### config.mk
export PLATFORM = sky130hd
export DESIGN_NAME = adc_bus_seq
export DESIGN_NICKNAME = d
export VERILOG_FILES = /design/src/rtl/adc_seq_pkg.sv /design/src/rtl/adc_sync.sv /design/src/rtl/adc_seq_ctrl.sv /design/src/rtl/adc_result_port.sv /design/src/rtl/adc_bus_seq.sv
export SDC_FILE = /design/constraint.sdc
export NUM_CORES = 1
export LEC_CHECK = 0
export ABC_AREA = 1
export BUFFER_PORTS_ARGS = -buffer_cell sky130_fd_sc_hd__buf_4
export CAP_MARGIN = 30
export CORE_ASPECT_RATIO = 1.2
export CORE_MARGIN = 2
export CORE_UTILIZATION = 35
export CTS_CLUSTER_DIAMETER = 40
export DETAILED_ROUTE_END_ITERATION = 10
export GPL_ROUTABILITY_DRIVEN = 0
export GPL_TIMING_DRIVEN = 0
export PLACE_DENSITY = 0.54
export SLEW_MARGIN = 30
export SYNTH_ARGS = -nofsm -noshare
export SYNTH_HDL_FRONTEND = slang
export SYNTH_SLANG_ARGS = --single-unit
export TNS_END_PERCENT = 50
### constraint.sdc
create_clock -name clk -period 2.1 [get_ports clk]
set_input_delay 0.21 -clock clk [delete_from_list [all_inputs] [get_ports clk]]
set_output_delay 0.21 -clock clk [all_outputs]
set_load 0.03 [all_outputs]
### src/rtl/adc_seq_pkg.sv
package adc_seq_pkg;
    typedef enum logic [2:0] {
        ST_IDLE  = 3'd0,
        ST_ARMED = 3'd1,
        ST_ACQ   = 3'd2,
        ST_CONV1 = 3'd3,
        ST_CONV2 = 3'd4
    } seq_state_e;
endpackage

### src/rtl/adc_sync.sv
module adc_sync #(
    parameter int W      = 13,
    parameter int STAGES = 2
) (
    input  logic         clk,
    input  logic         rst_n,
    input  logic [W-1:0] async_i,
    output logic [W-1:0] sync_o
);
    logic [W-1:0] stage_q [STAGES];

    always_ff @(posedge clk or negedge rst_n) begin
        if (!rst_n) begin
            for (int i = 0; i < STAGES; i++) stage_q[i] <= '1;
        end else begin
            stage_q[0] <= async_i;
            for (int i = 1; i < STAGES; i++) stage_q[i] <= stage_q[i-1];
        end
    end

    assign sync_o = stage_q[STAGES-1];
endmodule

### src/rtl/adc_seq_ctrl.sv
module adc_seq_ctrl
    import adc_seq_pkg::*;
#(
    parameter int DW          = 10,
    parameter int ACQ_CYCLES  = 5,
    parameter int CONV_CYCLES = 14,
    parameter int MODE_BIT    = 6
) (
    input  logic          clk,
    input  logic          rst_n,
    input  logic          cs_s,
    input  logic          rd_s,
    input  logic          wr_s,
    input  logic [DW-1:0] db_s,
    output logic          busy_o,
    output logic          bad_o,
    output logic          ptr_o,
    output logic          load1_o,
    output logic          load2_o
);
    localparam int MAXC = (ACQ_CYCLES > CONV_CYCLES) ? ACQ_CYCLES : CONV_CYCLES;
    localparam int CW   = $clog2(MAXC + 1);
    localparam logic [CW-1:0] ACQ_LAST  = CW'(ACQ_CYCLES - 1);
    localparam logic [CW-1:0] CONV_LAST = CW'(CONV_CYCLES - 1);

    typedef struct packed {
        seq_state_e    state;
        logic [CW-1:0] cnt;
        logic          mode;
        logic          busy;
        logic          bad;
        logic          ptr;
        logic          rd_ok;
        logic          wa_prev;
        logic          ra_prev;
        logic [DW-1:0] ctrl;
    } regs_t;

    regs_t r_d, r_q;
    logic  wa, ra, wr_start, wr_end, rd_start, rd_end;
    logic  in_conv, rd_abort, seq_done, load1, load2;

    always_comb begin
        r_d      = r_q;
        wa       = !cs_s && !wr_s;
        ra       = !cs_s && !rd_s && wr_s;
        wr_start = wa && !r_q.wa_prev;
        wr_end   = !wa && r_q.wa_prev;
        rd_start = ra && !r_q.ra_prev;
        rd_end   = !ra && r_q.ra_prev;
        in_conv  = (r_q.state == ST_ACQ) || (r_q.state == ST_CONV1) ||
                   (r_q.state == ST_CONV2);
        rd_abort = rd_start && in_conv;
        seq_done = 1'b0;
        load1    = 1'b0;
        load2    = 1'b0;
        r_d.wa_prev = wa;
        r_d.ra_prev = ra;
        if (wa) r_d.ctrl = db_s;

        case (r_q.state)
            ST_ARMED: begin
                if (wr_end) begin
                    r_d.state = ST_ACQ;
                    r_d.cnt   = '0;
                end
            end
            ST_ACQ: begin
                if (r_q.cnt == ACQ_LAST) begin
                    r_d.state = ST_CONV1;
                    r_d.cnt   = '0;
                    r_d.mode  = r_q.ctrl[MODE_BIT];
                end else begin
                    r_d.cnt = r_q.cnt + 1'b1;
                end
            end
            ST_CONV1: begin
                if (r_q.cnt == CONV_LAST) begin
                    load1 = 1'b1;
                    if (r_q.mode) begin
                        r_d.state = ST_CONV2;
                        r_d.cnt   = '0;
                    end else begin
                        seq_done = 1'b1;
                    end
                end else begin
                    r_d.cnt = r_q.cnt + 1'b1;
                end
            end
            ST_CONV2: begin
                if (r_q.cnt == CONV_LAST) begin
                    load2    = 1'b1;
                    seq_done = 1'b1;
                end else begin
                    r_d.cnt = r_q.cnt + 1'b1;
                end
            end
            default: ;
        endcase

        if (seq_done) begin
            r_d.state = ST_IDLE;
            r_d.busy  = 1'b0;
            r_d.bad   = 1'b0;
            r_d.ptr   = 1'b0;
        end

        if (rd_start) begin
            if (in_conv) begin
                r_d.state = ST_IDLE;
                r_d.busy  = 1'b0;
                r_d.bad   = 1'b1;
                r_d.ptr   = 1'b0;
                r_d.rd_ok = 1'b0;
                load1     = 1'b0;
                load2     = 1'b0;
            end else begin
                r_d.rd_ok = 1'b1;
            end
        end

        if (rd_end && r_q.rd_ok && r_q.ctrl[MODE_BIT]) r_d.ptr = !r_q.ptr;

        if (wr_start) begin
            if (in_conv) r_d.bad = 1'b1;
            r_d.state = ST_ARMED;
            r_d.busy  = 1'b1;
            r_d.ptr   = 1'b0;
            r_d.cnt   = '0;
            load1     = 1'b0;
            load2     = 1'b0;
        end
    end

    always_ff @(posedge clk or negedge rst_n) begin
        if (!rst_n) begin
            r_q         <= '0;
            r_q.state   <= ST_IDLE;
            r_q.wa_prev <= 1'b0;
            r_q.ra_prev <= 1'b0;
        end else begin
            r_q <= r_d;
        end
    end

    assign busy_o  = r_q.busy;
    assign bad_o   = r_q.bad;
    assign ptr_o   = r_q.ptr;
    assign load1_o = load1;
    assign load2_o = load2;

    assert_busy_after_write_R2: assert property (@(posedge clk) disable iff (!rst_n)
        wr_start |=> r_q.busy);

    assert_read_abort_R7: assert property (@(posedge clk) disable iff (!rst_n)
        rd_abort |=> (!r_q.busy && r_q.bad));

    assert_busy_fall_cause_R5: assert property (@(posedge clk) disable iff (!rst_n)
        $fell(r_q.busy) |-> ($past(seq_done) || $past(rd_abort)));

    assert_acq_range_R5: assert property (@(posedge clk) disable iff (!rst_n)
        (r_q.state == ST_ACQ) |-> (r_q.cnt <= ACQ_LAST));

    assert_conv_range_R6: assert property (@(posedge clk) disable iff (!rst_n)
        ((r_q.state == ST_CONV1) || (r_q.state == ST_CONV2)) |-> (r_q.cnt <= CONV_LAST));

    assert_ptr_single_R3: assert property (@(posedge clk) disable iff (!rst_n)
        (!r_q.ctrl[MODE_BIT] && !$past(r_q.ctrl[MODE_BIT])) |-> !r_q.ptr);
endmodule

### src/rtl/adc_result_port.sv
module adc_result_port #(
    parameter int DW = 10
) (
    input  logic          clk,
    input  logic          rst_n,
    input  logic          load1_i,
    input  logic          load2_i,
    input  logic [DW-1:0] ch1_i,
    input  logic [DW-1:0] ch2_i,
    input  logic          ptr_i,
    input  logic          cs_n_i,
    input  logic          rd_n_i,
    output logic [DW-1:0] rd_data_o,
    output logic          oe_o
);
    typedef struct packed {
        logic [DW-1:0] res1;
        logic [DW-1:0] res2;
    } res_t;

    res_t r_d, r_q;

    always_comb begin
        r_d = r_q;
        if (load1_i) r_d.res1 = ch1_i;
        if (load2_i) r_d.res2 = ch2_i;
    end

    always_ff @(posedge clk or negedge rst_n) begin
        if (!rst_n) r_q <= '0;
        else        r_q <= r_d;
    end

    assign rd_data_o = ptr_i ? r_q.res2 : r_q.res1;
    assign oe_o      = !cs_n_i && !rd_n_i;

    assert_load_exclusive_R6: assert property (@(posedge clk) disable iff (!rst_n)
        !(load1_i && load2_i));
endmodule

### src/rtl/adc_bus_seq.sv
module adc_bus_seq #(
    parameter int DW          = 10,
    parameter int ACQ_CYCLES  = 5,
    parameter int CONV_CYCLES = 14,
    parameter int MODE_BIT    = 6,
    parameter int SYNC_STAGES = 2
) (
    input  logic          clk,
    input  logic          rst_n,
    input  logic          cs_n,
    input  logic          rd_n,
    input  logic          wr_n,
    input  logic [DW-1:0] db_i,
    output logic [DW-1:0] db_o,
    output logic          db_oe,
    input  logic [DW-1:0] ch1_sample,
    input  logic [DW-1:0] ch2_sample,
    output logic          busy,
    output logic          data_bad
);
    localparam int SW = DW + 3;

    logic [SW-1:0] sync_in, sync_out;
    logic          ptr, load1, load2;

    assign sync_in = {cs_n, rd_n, wr_n, db_i};

    adc_sync #(.W(SW), .STAGES(SYNC_STAGES)) u_sync (
        .clk     (clk),
        .rst_n   (rst_n),
        .async_i (sync_in),
        .sync_o  (sync_out)
    );

    adc_seq_ctrl #(
        .DW(DW), .ACQ_CYCLES(ACQ_CYCLES), .CONV_CYCLES(CONV_CYCLES), .MODE_BIT(MODE_BIT)
    ) u_ctrl (
        .clk     (clk),
        .rst_n   (rst_n),
        .cs_s    (sync_out[DW+2]),
        .rd_s    (sync_out[DW+1]),
        .wr_s    (sync_out[DW]),
        .db_s    (sync_out[DW-1:0]),
        .busy_o  (busy),
        .bad_o   (data_bad),
        .ptr_o   (ptr),
        .load1_o (load1),
        .load2_o (load2)
    );

    adc_result_port #(.DW(DW)) u_port (
        .clk       (clk),
        .rst_n     (rst_n),
        .load1_i   (load1),
        .load2_i   (load2),
        .ch1_i     (ch1_sample),
        .ch2_i     (ch2_sample),
        .ptr_i     (ptr),
        .cs_n_i    (cs_n),
        .rd_n_i    (rd_n),
        .rd_data_o (db_o),
        .oe_o      (db_oe)
    );

    always_comb begin
        if (cs_n === 1'b1) begin
            assert_hiz_when_deselected_R1: assert (db_oe == 1'b0);
        end
    end
endmodule

==> results of run 1 <==
-- cells by family (layout without fill, tap and decap cells) --
kind of cell | Yosys count | count (layout) | synth area share
buf+inv | 37 | 84 | 0.07176
fa+ha+maj | 3 | 3 | 0.01765
compound gates | 28 | 28 | 0.06706
simple gates | 162 | 162 | 0.3329
flops | 43 | 43 | 0.5106
-- state kept, by name (all words and copies together), names as in the netlist --
signal / flops
u_ctrl.bad_o: 1
u_ctrl.busy_o: 1
u_ctrl.ptr_o: 1
u_ctrl.r_q: 12
u_port.r_q: 20
u_sync.stage_q: 4
u_sync.sync_o: 4
-- area by class of cell --
type                    count  area (sq um)
plain buffers               8         43.79
multi-input cells         193         888.4
inverters                  29         108.9
repair buffers             39         295.3
well taps                  82         102.6
flip-flops and latches     43          1086
clock inverters             2         12.51
fillers                   660          3363
clock buffers               6         72.57
-- power groups by stage --
stage                     Sequential [W]  Combinational, W  Clock [W]
after floorplan                 0.000973          0.000340          0
final                           0.000944          0.000547   0.000509
after detailed placement        0.000960          0.000548          0
after global routing            0.000956          0.000615   0.000567
after global placement          0.000960          0.000546          0
after CTS                       0.000945          0.000552   0.000527
-- through the flow --
stage,setup slack [ns],instance area (sq um),power [W]
after floorplan,0.6390,2127,0.001313
after global routing,0.1726,2610,0.002138
after global placement,0.3926,2515,0.001507
after detailed placement,0.4157,2515,0.001509
final,0.4090,2610,0.001999
after CTS,0.3688,2610,0.002023
-- path summary, 6_finish.rpt --
check                                          endpoint  cells past startpoint                    startpoint  slack [ns]
setup / recovery              u_port.r_q[7]$_DFFE_PN0P_                      7    u_ctrl.r_q[18]$_DFFE_PN0P_        0.41
hold / removal             u_sync.stage_q[23]$_DFF_PN1_                      1                          wr_n        0.02
setup reg to reg              u_port.r_q[7]$_DFFE_PN0P_                      7    u_ctrl.r_q[18]$_DFFE_PN0P_        0.41
min in group asynchronous      u_ctrl.r_q[21]$_DFF_PN0_                      2                         rst_n        0.44
hold reg to reg             u_sync.sync_o[11]$_DFF_PN1_                      0  u_sync.stage_q[24]$_DFF_PN1_        0.36
max in group asynchronous   u_sync.sync_o[12]$_DFF_PN1_                      2                         rst_n        1.29
-- per-layer routing --
| metal | up-vias | part of all wire | global-route usage |
|---|---|---|---|
| li1 | 957 | - | - |
| met1 | 842 | 0.48 | 0.2120 |
| met2 | 30 | 0.48 | 0.2663 |
| met3 | 7 | 0.029 | 0.03044 |
| met4 | 0 | 0.013 | 0.04785 |
| met5 | - | 0 | 0 |
-- timing repair --
| action | in CTS | in global routing |
|---|---|---|
| setup buffers | 0 | 0 |
| resized for setup | 0 | 0 |
| hold buffers | 1 | 0 |
| endpoints found under the hold margin | 35 | 0 |
-- cells in the final DEF, fill, tap and decap left out, types with 3 or more instances in the layout --
cell	synthesis	final
buf_4	3	41
nand2_1	84	84
ha_1	3	3
inv_2	3	3
nor2_1	25	25
dfstp_2	8	8
nand3_1	39	39
clkbuf_1	2	3
nand4_1	3	3
clkbuf_8	0	5
inv_1	26	26
nor2_2	4	4
a21oi_1	12	12
dfrtp_1	35	35
o21ai_0	15	15
-- critical path: stages, from the launching register on --
cell and delay (ns):
dfrtp_1 0.43, inv_1 0.10, ha_1 0.21, nand3_2 0.17, nor2_2 0.23, nand2_1 0.26
nand2_1 0.14, nand2_1 0.05
==> flow_metrics.tcl, run 1 <==
set metrics [dict create \
    initial_utilization 0.3561 \
    peakVddDrop_mv 0.3251 \
    ant_nets 0 \
    num_rows 31 \
    drive_gt1_frac 0.2156 \
    slew_viol_final 0 \
    stdcell_count 402 \
    slew_headroom 0.6439 \
    via_per_inst 4.567 \
    htreeDepth 2 \
    area_growth_pct 22.71 \
    fin_setup_tns_ns 0 \
    hold_class "in2reg" \
    rsz0062_at_grt "no" \
    grt.total_usage 0.1602 \
    synth-main-ff-cell "dfrtp_1" \
    grt_pass1_vias 1751 \
    dp_hpwl_mm 3.429 \
    wl_per_cell_microns 11.72 \
    die_area_sq_um 6719 \
    overflow 0 \
    cp-start-kind "flop" \
    synth_cell_types 22 \
    clkPwrFrac 0.254 \
    async_flop_share 1.000 \
    synthTopCellsByCount "nand2_1, nand3_1, dfrtp_1, inv_1, nor2_1" \
    fin_crit_ns 1.691 \
    cts_tree "yes" \
    synth_top_area_share 0.4118 \
    cp.required_ns 2.29 \
    p_int_w 0.001322 \
    cts_buffer_depth 2 \
    switching_power_w 0.0006769 \
    synth.avg_cell_area_sq_um 7.791 \
    synthesis.nets 311 \
    cp-end-kind "flop" \
    clk_latency_ns 0.29 \
    hold_violations 0 \
    synth_area_leader_cell "dfrtp_1" \
    die_h_microns 89.40 \
    critical_path_class "reg2reg" \
    hold_slack_ns 0.02491 \
    utilization 0.4370 \
    diodes 0 \
    powerDensity_nw_per_um2 766.0 \
    port_buffers 38 \
    die_w_microns 75.17 \
    drtIter0Drc 95 \
    finClkSkew_ns 0.007219 \
    fmax_mhz 591.4 \
    worstMarginPinSlew_ns 0.5341 \
    io_pins 48 \
    synth_edf_count 0 \
    status "finished, final reports clean" \
    grt_pass1_wl_mm 8.148 \
    cts_buffers 5 \
    grt_max_degree 44 \
    root_buffer "clkbuf_8" \
    setup_viol 0 \
    dr_total_vias 1836 \
    core_sq_um 5973 \
    cp_max_fo 10 \
    period_share 0.8052 \
    first_pass_iters 4 \
    maxCapViolCount 0 \
    clk_pin_slew_worst_paths_ns 0.08 \
    clkSinkCount 43 \
    post-route-drc-count 0 \
    ys_seq_elements 43 \
    yosysMostFrequentCell "nand2_1" \
    wirelength_mm 4.713 \
    synthTopCellsByArea "dfrtp_1, nand2_1, dfstp_2, nand3_1, inv_1" \
    swShare 0.3386 \
    p_comb_frac 0.274 \
    synth_seq_area_share 0.5106 \
    ys_warn_count 0 \
    fin_nets 357 \
    p_leak_nw 1.285 \
    p_seq_frac 0.472 \
    synth_cells 273 \
    dp_cells 393 \
    syn_area_sq_um 2127 \
    worstPathArrival_ns 1.88 \
    antenna_found_initial 0 \
]
Power figures use the tool's default switching activity.
==> inputs of run 2 (changes only) <==
--- a/config.mk
+++ b/config.mk
@@ -15,7 +15,7 @@
 export DETAILED_ROUTE_END_ITERATION = 10
 export GPL_ROUTABILITY_DRIVEN = 0
 export GPL_TIMING_DRIVEN = 0
-export PLACE_DENSITY = 0.54
+export PLACE_DENSITY = 0.56
 export SLEW_MARGIN = 30
 export SYNTH_ARGS = -nofsm -noshare
 export SYNTH_HDL_FRONTEND = slang
==> constraint.sdc (replaced) <==
create_clock -name clk -period 1.4 [get_ports clk]
set_input_delay 0.14 -clock clk [delete_from_list [all_inputs] [get_ports clk]]
set_output_delay 0.14 -clock clk [all_outputs]
set_load 0.03 [all_outputs]
==> run 2 against run 1 <==
Against the previous run: sequential power is 53% higher; clock power is 55% higher; first-iteration DRC count fell by 45%; die area is the same; core utilization rose by 6.9 points; non-clock buffer count is 18 higher; combinational power increased by 94%; sequential share of layout area decreased by 5.5 points; power is 64% higher; fmax up 22%; register-to-register slack worse by 0.39 ns.
==> flow_metrics.tcl, run 2 (synthesis gave the netlist of run 1 again) <==
set metrics [dict create \
    status "finished, final reports clean" \
    root_buffer "clkbuf_8" \
    cp_max_fo 6 \
    hp-start "ch2_sample[4]" \
    cpMaxStageDelayCell "dfrtp_1" \
    via_per_inst 4.686 \
    area_growth_pct 42.06 \
    top_regs "u_port.r_q (20), u_ctrl.r_q (12)" \
    timing.final.ws_setup_ns 0.01912 \
    dp_hpwl_mm 3.452 \
    clk_pin_slew_worst_paths_ns 0.08 \
    fin_crit_ns 1.381 \
    reg2reg_depth 8 \
    largest_reg_flops 20 \
    mostFrequentLayoutCell "nand2_1" \
    hold_violations 0 \
    cp-start-kind "flop" \
    dr_total_vias 1968 \
    htreeDepth 2 \
    cts_buffer_depth 2 \
    worstPathArrival_ns 1.56 \
    place_ws_ns -0.2022 \
    utilization 0.5059 \
    hold_slack_ns 0.06879 \
    fillerInstances 608 \
    drtIter0Drc 52 \
    rr_startpoint "u_ctrl.r_q[18]$_DFFE_PN0P_" \
    cp-end-kind "flop" \
    setup_viol 0 \
    layout_common_cells "nand2_1, buf_4, nand3_1, dfrtp_1, inv_1" \
    stdcell_count 420 \
    period_share 0.9863 \
    r2r_end "u_port.r_q[12]$_DFFE_PN0P_" \
    cts_buffers 5 \
    rsz0062_at_grt "yes" \
    fmax_mhz 724.2 \
    wl_per_cell_microns 12.38 \
    clkSinkCount 43 \
    port_buffers 38 \
    p_leak_nw 1.418 \
    powerDensity_nw_per_um2 1088 \
    io_pins 48 \
    fin_nets 375 \
    antenna_found_initial 0 \
    grt_max_degree 44 \
    die_w_microns 75.17 \
    hold_end "u_port.r_q[4]$_DFFE_PN0P_" \
    slew_viol_final 0 \
    critical_path_class "reg2reg" \
    overflow 0 \
    drive_gt1_frac 0.3846 \
    initial_utilization 0.3561 \
    grt.total_usage 0.1582 \
    slew_headroom 0.6484 \
    cp_cell_sequence "inv_2 > ha_4 > nand3_4 > nor2_4 > nand2_4 > buf_6 > nor2_1 > a21oi_1" \
    maxCapViolCount 0 \
    wirelength_mm 5.198 \
    clk_latency_ns 0.29 \
    peakVddDrop_mv 0.6318 \
    grt_pass1_vias 1762 \
    hold_class "in2reg" \
    finClkSkew_ns 0.005383 \
    min_delay_path_depth 3 \
    slowest_delay_ns 0.39 \
    diodes 0 \
    grt_pass1_wl_mm 8.176 \
    seqCellArea_sq_um 1091 \
    post-route-drc-count 0 \
    multi_input_area_sq_um 1102 \
    cp.required_ns 1.58 \
    fin_area_sq_um 3022 \
    dp_cells 393 \
    die_h_microns 89.40 \
    regMostFlops "u_port.r_q" \
    worstMarginPinSlew_ns 0.5274 \
    core_sq_um 5973 \
    ant_nets 0 \
    num_rows 31 \
    placed_area_sq_um 2527 \
    first_pass_iters 6 \
    ff2ff_setup_slack_ns 0.02 \
    die_area_sq_um 6719 \
    cts_tree "yes" \
]
## run 2: cell types whose count changed in the layout (fill, tap and decap cells not counted), moves of 6 or more
cell,delta
nand2_2,+9
a21oi_2,+6
nor2_4,+13
buf_4,+13
o21ai_0,-11
a21oi_1,-6
nor2_1,-12
o21ai_1,+8
nand2_1,-11
## run 2: critical path, delay by kind of cell (launching register included)
kind	cells	cell delay (ns)
compound gates	1	0.05
fa+ha+maj	1	0.15
buf+inv	2	0.22
flops	1	0.39
simple gates	4	0.45
## run 2: timing repair
item                                    in CTS  in global routing
hold buffers                                 5                  0
pin swaps                                    2                 10
resized for setup                           27                 63
endpoints found under the hold margin       39                  0
endpoints found under the setup margin      41                 40
cloned                                       0                  1
buffers inserted                             3                 10
## run 2: power breakdown
group	total, W	internal (W)	switching [W]
Combinational	0.00106	0.000423	0.000637
Clock	0.000791	0.000398	0.000394
Sequential	0.00144	0.00135	0.0000911
## run 2: area by class of cell
| class | instances | share of cell area |
|---|---|---|
| buffer | 8 | 0.02402 |
| clock buffer | 7 | 0.02857 |
| multi-input combinational | 193 | 0.3648 |
| sequential | 43 | 0.3611 |
| timing repair buffer | 57 | 0.1482 |
| clock inverter | 1 | 0.001656 |
| tap | 82 | 0.03395 |
| inverter | 29 | 0.03768 |
## run 2: worst max path at each step
stage                               startpoint                    endpoint  slack (ns)  cells after the start
floorplan               u_ctrl.ptr_o$_DFF_PN0_                     db_o[0]       0.009                      2
global placement    u_ctrl.r_q[18]$_DFFE_PN0P_  u_port.r_q[14]$_DFFE_PN0P_       -0.17                      8
detailed placement  u_ctrl.r_q[18]$_DFFE_PN0P_   u_port.r_q[8]$_DFFE_PN0P_       -0.20                      7
CTS                     u_ctrl.ptr_o$_DFF_PN0_                     db_o[8]       -0.01                      3
global route        u_ctrl.r_q[17]$_DFFE_PN0P_  u_ctrl.r_q[20]$_DFFE_PN0P_       -0.07                      9
finish              u_ctrl.r_q[18]$_DFFE_PN0P_  u_port.r_q[12]$_DFFE_PN0P_        0.02                      8
## run 2: through the flow
stage	power [W]	setup TNS [ns]
6_report	0.003288	0
5_1_grt	0.003492	-1.199
4_1_cts	0.003125	-0.02409
3_5_place_dp	0.002269	-4.954
3_3_place_gp	0.002260	-4.176
2_1_floorplan	0.001973	0
## run 2: routing by layer
layer	vias up	GRT usage	share of wire
li1	999	-	-
met1	918	0.2198	0.45
met2	40	0.2416	0.50
met3	11	0.02480	0.027
met4	0	0.07496	0.028
met5	-	0	0
